[config.mk]
export PLATFORM = sky130hd
export DESIGN_NAME = ovl_core
export DESIGN_NICKNAME = d
export VERILOG_FILES = /design/src/rtl/ovl_pkg.sv /design/src/rtl/ovl_decode.sv /design/src/rtl/ovl_alu.sv /design/src/rtl/ovl_stack.sv /design/src/rtl/ovl_core.sv
export SDC_FILE = /design/constraint.sdc
export NUM_CORES = 1
export LEC_CHECK = 0
export BUFFER_PORTS_ARGS = -buffer_cell sky130_fd_sc_hd__buf_2
export CORE_MARGIN = 2
export CORE_UTILIZATION = 45
export DETAILED_ROUTE_END_ITERATION = 8
export PLACE_DENSITY = 0.63
export SKIP_LAST_GASP = 1
export SYNTH_ARGS = -nofsm -noshare
export SYNTH_HDL_FRONTEND = slang
export SYNTH_HIERARCHICAL = 1
export SYNTH_SLANG_ARGS = --single-unit
[constraint.sdc]
create_clock -name clk -period 3.6 [get_ports clk]
set_clock_uncertainty 0.1 [all_clocks]
set_input_delay 0.72 -clock clk [delete_from_list [all_inputs] [get_ports clk]]
set_output_delay 0.72 -clock clk [all_outputs]
set_load 0.02 [all_outputs]
[src/rtl/ovl_pkg.sv]
// Shared widths, vectors and decoded-control types for the accumulator core.
// Assumes 14-bit instruction words and an 8-bit data path.
package ovl_pkg;
    localparam int PC_W   = 13;
    localparam int IW     = 14;
    localparam int DW     = 8;
    localparam int FA_W   = 7;
    localparam int BIT_W  = $clog2(DW);
    localparam int GOTO_W = 11;

    localparam logic [PC_W-1:0] RESET_VEC = 13'h000;
    localparam logic [PC_W-1:0] IRQ_VEC   = 13'h004;
    localparam logic [IW-1:0]   NOP_WORD  = 14'h0000;
    localparam logic [IW-1:0]   RET_WORD  = 14'h0008;

    typedef enum logic [3:0] {
        OP_NOP, OP_ADD, OP_IOR, OP_MOV, OP_CLR,
        OP_LIT, OP_BTS, OP_GOTO, OP_RET
    } op_e;

    typedef struct packed {
        op_e               op;
        logic              to_file;
        logic [FA_W-1:0]   faddr;
        logic [BIT_W-1:0]  bitsel;
        logic              skip_if_set;
        logic [GOTO_W-1:0] target;
    } ctrl_t;
endpackage

[src/rtl/ovl_decode.sv]
// Instruction decoder: turns the executing word into control fields.
// Assumes the word is stable for the whole cycle; purely combinational.
module ovl_decode
    import ovl_pkg::*;
(
    input  logic [IW-1:0] ir,
    output ctrl_t         ctl
);
    // Field extraction and opcode classification.
    always_comb begin
        ctl.to_file     = ir[7];
        ctl.faddr       = ir[FA_W-1:0];
        ctl.bitsel      = ir[9:7];
        ctl.skip_if_set = ir[10];
        ctl.target      = ir[GOTO_W-1:0];
        ctl.op          = OP_NOP;
        if (ir == RET_WORD) begin
            ctl.op = OP_RET;
        end else begin
            casez (ir[13:8])
                6'b000111: ctl.op = OP_ADD;
                6'b000100: ctl.op = OP_IOR;
                6'b001000: ctl.op = OP_MOV;
                6'b000001: ctl.op = OP_CLR;
                6'b110000: ctl.op = OP_LIT;
                6'b011???: ctl.op = OP_BTS;
                6'b101???: ctl.op = OP_GOTO;
                default:   ctl.op = OP_NOP;
            endcase
        end
    end
endmodule

[src/rtl/ovl_alu.sv]
// Byte ALU: combines W with the file operand for the byte-oriented group.
// Assumes the caller decides which flags to keep; zero is always computed.
module ovl_alu
    import ovl_pkg::*;
(
    input  op_e           op,
    input  logic [DW-1:0] w,
    input  logic [DW-1:0] f,
    output logic [DW-1:0] res,
    output logic          zero,
    output logic          carry
);
    // Result and flag generation.
    always_comb begin
        carry = 1'b0;
        res   = f;
        case (op)
            OP_ADD:  {carry, res} = {1'b0, w} + {1'b0, f};
            OP_IOR:  res = w | f;
            OP_CLR:  res = '0;
            default: res = f;
        endcase
        zero = (res == '0);
    end
endmodule

[src/rtl/ovl_stack.sv]
// Return-address stack: a small circular LIFO of program addresses.
// Assumes push and pop are never requested in the same cycle.
module ovl_stack #(
    parameter int DEPTH = 2,
    parameter int WIDTH = 13
) (
    input  logic             clk,
    input  logic             rst_n,
    input  logic             push,
    input  logic             pop,
    input  logic [WIDTH-1:0] din,
    output logic [WIDTH-1:0] dout
);
    localparam int PTR_W = (DEPTH > 1) ? $clog2(DEPTH) : 1;

    logic [WIDTH-1:0] slots [DEPTH];
    logic [PTR_W-1:0] ptr_q;
    logic [PTR_W-1:0] top_idx;

    assign top_idx = ptr_q - PTR_W'(1);
    assign dout    = slots[top_idx];

    // Stack pointer movement.
    always_ff @(posedge clk) begin
        if (!rst_n)    ptr_q <= '0;
        else if (push) ptr_q <= ptr_q + PTR_W'(1);
        else if (pop)  ptr_q <= top_idx;
    end

    // Slot storage on push.
    always_ff @(posedge clk) begin
        if (push) slots[ptr_q] <= din;
    end
endmodule

[src/rtl/ovl_core.sv]
// Two-stage accumulator core: fetch of word N+1 overlaps execution of word N.
// Assumes program and data memories answer reads combinationally.
module ovl_core
    import ovl_pkg::*;
#(
    parameter int STACK_DEPTH = 2
) (
    input  logic            clk,
    input  logic            rst_n,
    input  logic            irq,
    output logic [PC_W-1:0] imem_addr,
    input  logic [IW-1:0]   imem_data,
    output logic [FA_W-1:0] dmem_addr,
    input  logic [DW-1:0]   dmem_rdata,
    output logic            dmem_we,
    output logic [DW-1:0]   dmem_wdata,
    output logic [DW-1:0]   w_out,
    output logic            z_out,
    output logic            c_out
);
    logic [PC_W-1:0] pc_q;
    logic [PC_W-1:0] stk_top;
    logic [IW-1:0]   ir_q;
    logic [DW-1:0]   w_q;
    logic            z_q, c_q, gie_q;
    ctrl_t           ctl;
    logic [DW-1:0]   alu_res;
    logic            alu_z, alu_c;
    logic            is_alu, skip_taken, redirect, irq_take;
    logic            is_goto, is_ret;

    ovl_decode u_dec (.ir(ir_q), .ctl(ctl));

    ovl_alu u_alu (
        .op(ctl.op), .w(w_q), .f(dmem_rdata),
        .res(alu_res), .zero(alu_z), .carry(alu_c)
    );

    ovl_stack #(.DEPTH(STACK_DEPTH), .WIDTH(PC_W)) u_stk (
        .clk(clk), .rst_n(rst_n), .push(irq_take), .pop(is_ret),
        .din(pc_q), .dout(stk_top)
    );

    // Execute-stage control: skip test, redirects and interrupt acceptance.
    always_comb begin
        is_alu     = ctl.op inside {OP_ADD, OP_IOR, OP_MOV, OP_CLR};
        is_goto    = (ctl.op == OP_GOTO);
        is_ret     = (ctl.op == OP_RET);
        skip_taken = (ctl.op == OP_BTS) &&
                     (dmem_rdata[ctl.bitsel] == ctl.skip_if_set);
        redirect   = skip_taken || is_goto || is_ret;
        irq_take   = irq && gie_q && !redirect;
    end

    assign imem_addr  = pc_q;
    assign dmem_addr  = ctl.faddr;
    assign dmem_we    = is_alu && ctl.to_file;
    assign dmem_wdata = alu_res;
    assign w_out      = w_q;
    assign z_out      = z_q;
    assign c_out      = c_q;

    // Fetch stage: next program address and the word handed to execute.
    always_ff @(posedge clk) begin
        if (!rst_n) begin
            pc_q <= RESET_VEC;
            ir_q <= NOP_WORD;
        end else if (irq_take) begin
            pc_q <= IRQ_VEC;
            ir_q <= NOP_WORD;
        end else if (is_goto) begin
            pc_q <= {{(PC_W-GOTO_W){1'b0}}, ctl.target};
            ir_q <= NOP_WORD;
        end else if (is_ret) begin
            pc_q <= stk_top;
            ir_q <= NOP_WORD;
        end else begin
            pc_q <= pc_q + PC_W'(1);
            ir_q <= skip_taken ? NOP_WORD : imem_data;
        end
    end

    // Execute stage: accumulator and status flag updates.
    always_ff @(posedge clk) begin
        if (!rst_n) begin
            w_q <= '0;
            z_q <= 1'b0;
            c_q <= 1'b0;
        end else begin
            if (is_alu) begin
                z_q <= alu_z;
                if (!ctl.to_file) w_q <= alu_res;
            end
            if (ctl.op == OP_ADD) c_q <= alu_c;
            if (ctl.op == OP_LIT) w_q <= ir_q[DW-1:0];
        end
    end

    // Global interrupt enable: cleared on entry, restored on return.
    always_ff @(posedge clk) begin
        if (!rst_n)        gie_q <= 1'b1;
        else if (irq_take) gie_q <= 1'b0;
        else if (is_ret)   gie_q <= 1'b1;
    end
endmodule

==> results.sh <==
export IMPL_status="finished, final reports clean"
export IMPL_die_h_um=97.2
export IMPL_insertion_delay_ns=0.34
export IMPL_synthTopCellsByCount="39 x dfxtp_1, 33 x nor2_1, 26 x edfxtp_1"
export IMPL_via_count=2978
export IMPL_p_int_mw=1.38
export IMPL_period_share=0.972
export IMPL_yosysTopAreaCellShare=0.200
export IMPL_power_density_nw_per_um2=458
export IMPL_swShare=0.326
export IMPL_synth_cells=390
export IMPL_cap_violations=0
export IMPL_synth_largest_area_cell="dfxtp_1"
export IMPL_crit_path_max_fanout=9
export IMPL_reg2regPathDepth=5
export IMPL_wl_mm=9.20
export IMPL_drt_iter0_markers=115
export IMPL_comb_power_share=0.260
export IMPL_crit_slowest_cell="or4b_1"
export IMPL_ys_seq_area_frac=0.400
export IMPL_routedWlPerCell_um=16.6
export IMPL_crit_family="compound AO/OA/AOI/OAI gates"
export IMPL_ys_warn_count=6
export IMPL_endpoint_kind="output pin"
export IMPL_post_route_util=0.538
export IMPL_ir_worst_vdd_mv=0.215
export IMPL_tightest_slew_ns=1.31
export IMPL_p_sw_mw=0.667
export IMPL_dr_pass1_iters=4
export IMPL_overflow=0
export IMPL_drive_above_1_share=0.320
export IMPL_leakagePower_nw=1.93
export IMPL_dieArea_um2=9440
export IMPL_port_buffers=63
export IMPL_antenna_cells=0
export IMPL_avgSynthCellArea_um2=10.0
export IMPL_pwr_share_clk=0.312
export IMPL_clock_path_buffers=2
export IMPL_max_stage_delay_ns=0.55
export IMPL_arrival_ns=2.68
export IMPL_start_util=0.471
export IMPL_setup_viol=0
export IMPL_core_area_um2=8300
export IMPL_worst_path_buf_inv=2
export IMPL_grt_pass1_wl_mm=14.7
export IMPL_grt_antenna_before_repair=0
export IMPL_reg2reg_slack_ns=0.28
export IMPL_fillers=786
export IMPL_synth_most_common_cell="dfxtp_1"
export IMPL_area_delta_synth_final_pct=14.3
export IMPL_die_w_um=97.2
export IMPL_viasPerCell=5.37
export IMPL_ant_nets=0
export IMPL_setup_worst_path_class="flip-flop to output pin"
export IMPL_io_pins=64
export IMPL_cts_tree="done"
export IMPL_drcViolationCount=0
export IMPL_fin_hold_ws_ns=0.402
export IMPL_holdPathStages=1
export IMPL_h_tree_depth=3
export IMPL_dp_hpwl_mm=6.66
export IMPL_routabilityCongestion=0.855
export IMPL_clock_sinks=65
export IMPL_synth_edf_count=26
export IMPL_grt_max_degree=20
export IMPL_crit_required_ns=2.78
export IMPL_async_flop_share=0
export IMPL_path_cells="nor3_4, nand3b_1, a32oi_2, buf_6, or4b_1, o31a_4, a221o_1, buf_2"
export IMPL_postCtsSetupBuffers=0
export IMPL_finalHoldViolCount=0
export IMPL_root_buffer="clkbuf_8"
export IMPL_synth_distinct_cells=60
export IMPL_rows=33
export IMPL_cts_buffers=9
export IMPL_start_kind="flip-flop"
export IMPL_fin_crit_ns=3.50
export IMPL_cp_depth=8
export IMPL_grtUsageTotal=0.197
export IMPL_maxSlewHeadroom=0.124
export IMPL_syn_num_nets=433
export IMPL_slew_viol_final=0
export IMPL_ys_ff_latch=65
export IMPL_path_clk_slew_ns=0.07
export IMPL_pwr_share_seq=0.428
export IMPL_yosys_most_used_dff="dfxtp_1"
export IMPL_fmax_mhz=286
export IMPL_grt_pass1_vias=2863
export IMPL_hold_class="flip-flop to flip-flop"
export IMPL_syn_cell_area_um2=3910
export IMPL_yosys_top_cells_area="dfxtp_1 20%, edfxtp_1 20%, ha_1 5.4%"
export IMPL_finalNetCount=488
==> power by group through the flow <==
stage          logic [mW]  clock network (mW)  registers [mW]
2_1_floorplan       0.381                   0           0.894
3_3_place_gp        0.513                   0           0.889
3_5_place_dp        0.523                   0           0.891
4_1_cts             0.527               0.650           0.876
5_1_grt             0.582               0.681           0.884
6_report            0.532               0.637           0.875
==> per-stage QoR <==
| step | area (um2) | worst slack, ns | instances | power (mW) | setup TNS (ns) |
|---|---|---|---|---|---|
| 2_1_floorplan | 3910 | 0.335 | 390 | 1.27 | 0 |
| 3_3_place_gp | 4230 | 0.0428 | 539 | 1.40 | 0 |
| 3_5_place_dp | 4230 | -0.0473 | 539 | 1.41 | -0.610 |
| 4_1_cts | 4450 | 0.0367 | 555 | 2.05 | 0 |
| 5_1_grt | 4460 | -0.0161 | 555 | 2.15 | -0.0167 |
| 6_report | 4460 | 0.102 | 555 | 2.04 | 0 |
==> area by class of cell <==
cell class | count | area, um2 | area share
well taps | 105 | 131 | 0.0294
clock inverters | 7 | 77.6 | 0.0174
clock buffers | 9 | 124 | 0.0278
inverters | 17 | 63.8 | 0.0143
flip-flops and latches | 65 | 1570 | 0.351
multi-input cells | 269 | 2030 | 0.455
repair buffers | 83 | 469 | 0.105
==> per-layer routing <==
metal / global-route usage / share of wire / up-vias
li1: - / - / 1483
met1: 0.256 / 0.46 / 1414
met2: 0.326 / 0.48 / 74
met3: 0.0475 / 0.052 / 7
met4: 0.0596 / 0.012 / 0
met5: 0 / 0 / -
==> flip-flops by register name, indices dropped and copies added (netlist names) <==
register / count
w_out: 8
z_out: 1
u_stk/slots: 26
u_stk/ptr_q: 1
imem_addr: 13
gie_q: 1
c_out: 1
ir_q: 14
==> cell usage in the layout, fill, tap and decap left out, types with 4 or more instances in the layout <==
cell type	count
nor2_1	32
buf_2	63
o211ai_1	4
and2_4	10
buf_4	19
dfxtp_2	4
nand2b_1	9
o211a_1	8
o21a_1	4
edfxtp_1	26
nand4_1	4
inv_1	16
ha_1	17
xor2_1	7
a221o_1	4
a211oi_1	7
dfxtp_1	35
and2_1	7
clkbuf_8	9
o21ai_0	14
nand3_1	10
nand2_1	23
mux2i_1	13
xnor2_1	8
nor2b_1	7
mux2_2	16
a21oi_1	11
nor4_1	4
==> kinds of logic (layout without fill, tap and decap cells) <==
logic type                 after synthesis  count (layout)  synth area share
and+or+nand+nor                        132             132             0.193
AOI/OAI and AO/OA                       72              72             0.134
DFF                                     65              65             0.400
buffers and inverters                   56             116            0.0874
muxes                                   32              32            0.0919
adders and majority gates               18              18            0.0596
xor gates and xnor gates                15              15            0.0336
==> repair_timing <==
item | CTS | global route
setup endpoints to repair | 7 | 8
hold buffers | 0 | 0
resized for setup | 5 | 5
pin swaps | 0 | 2
==> final timing paths <==
kind | from | end
setup / recovery | ir_q[8]$_SDFF_PP0_ | dmem_wdata[1]
hold / removal | gie_q$_SDFFE_PN1P_ | gie_q$_SDFFE_PN1P_
setup reg to reg | ir_q[7]$_SDFF_PP0_ | u_stk/slots[0][3]$_DFFE_PP_
hold reg to reg | gie_q$_SDFFE_PN1P_ | gie_q$_SDFFE_PN1P_
(Power assumes the default switching activity.)
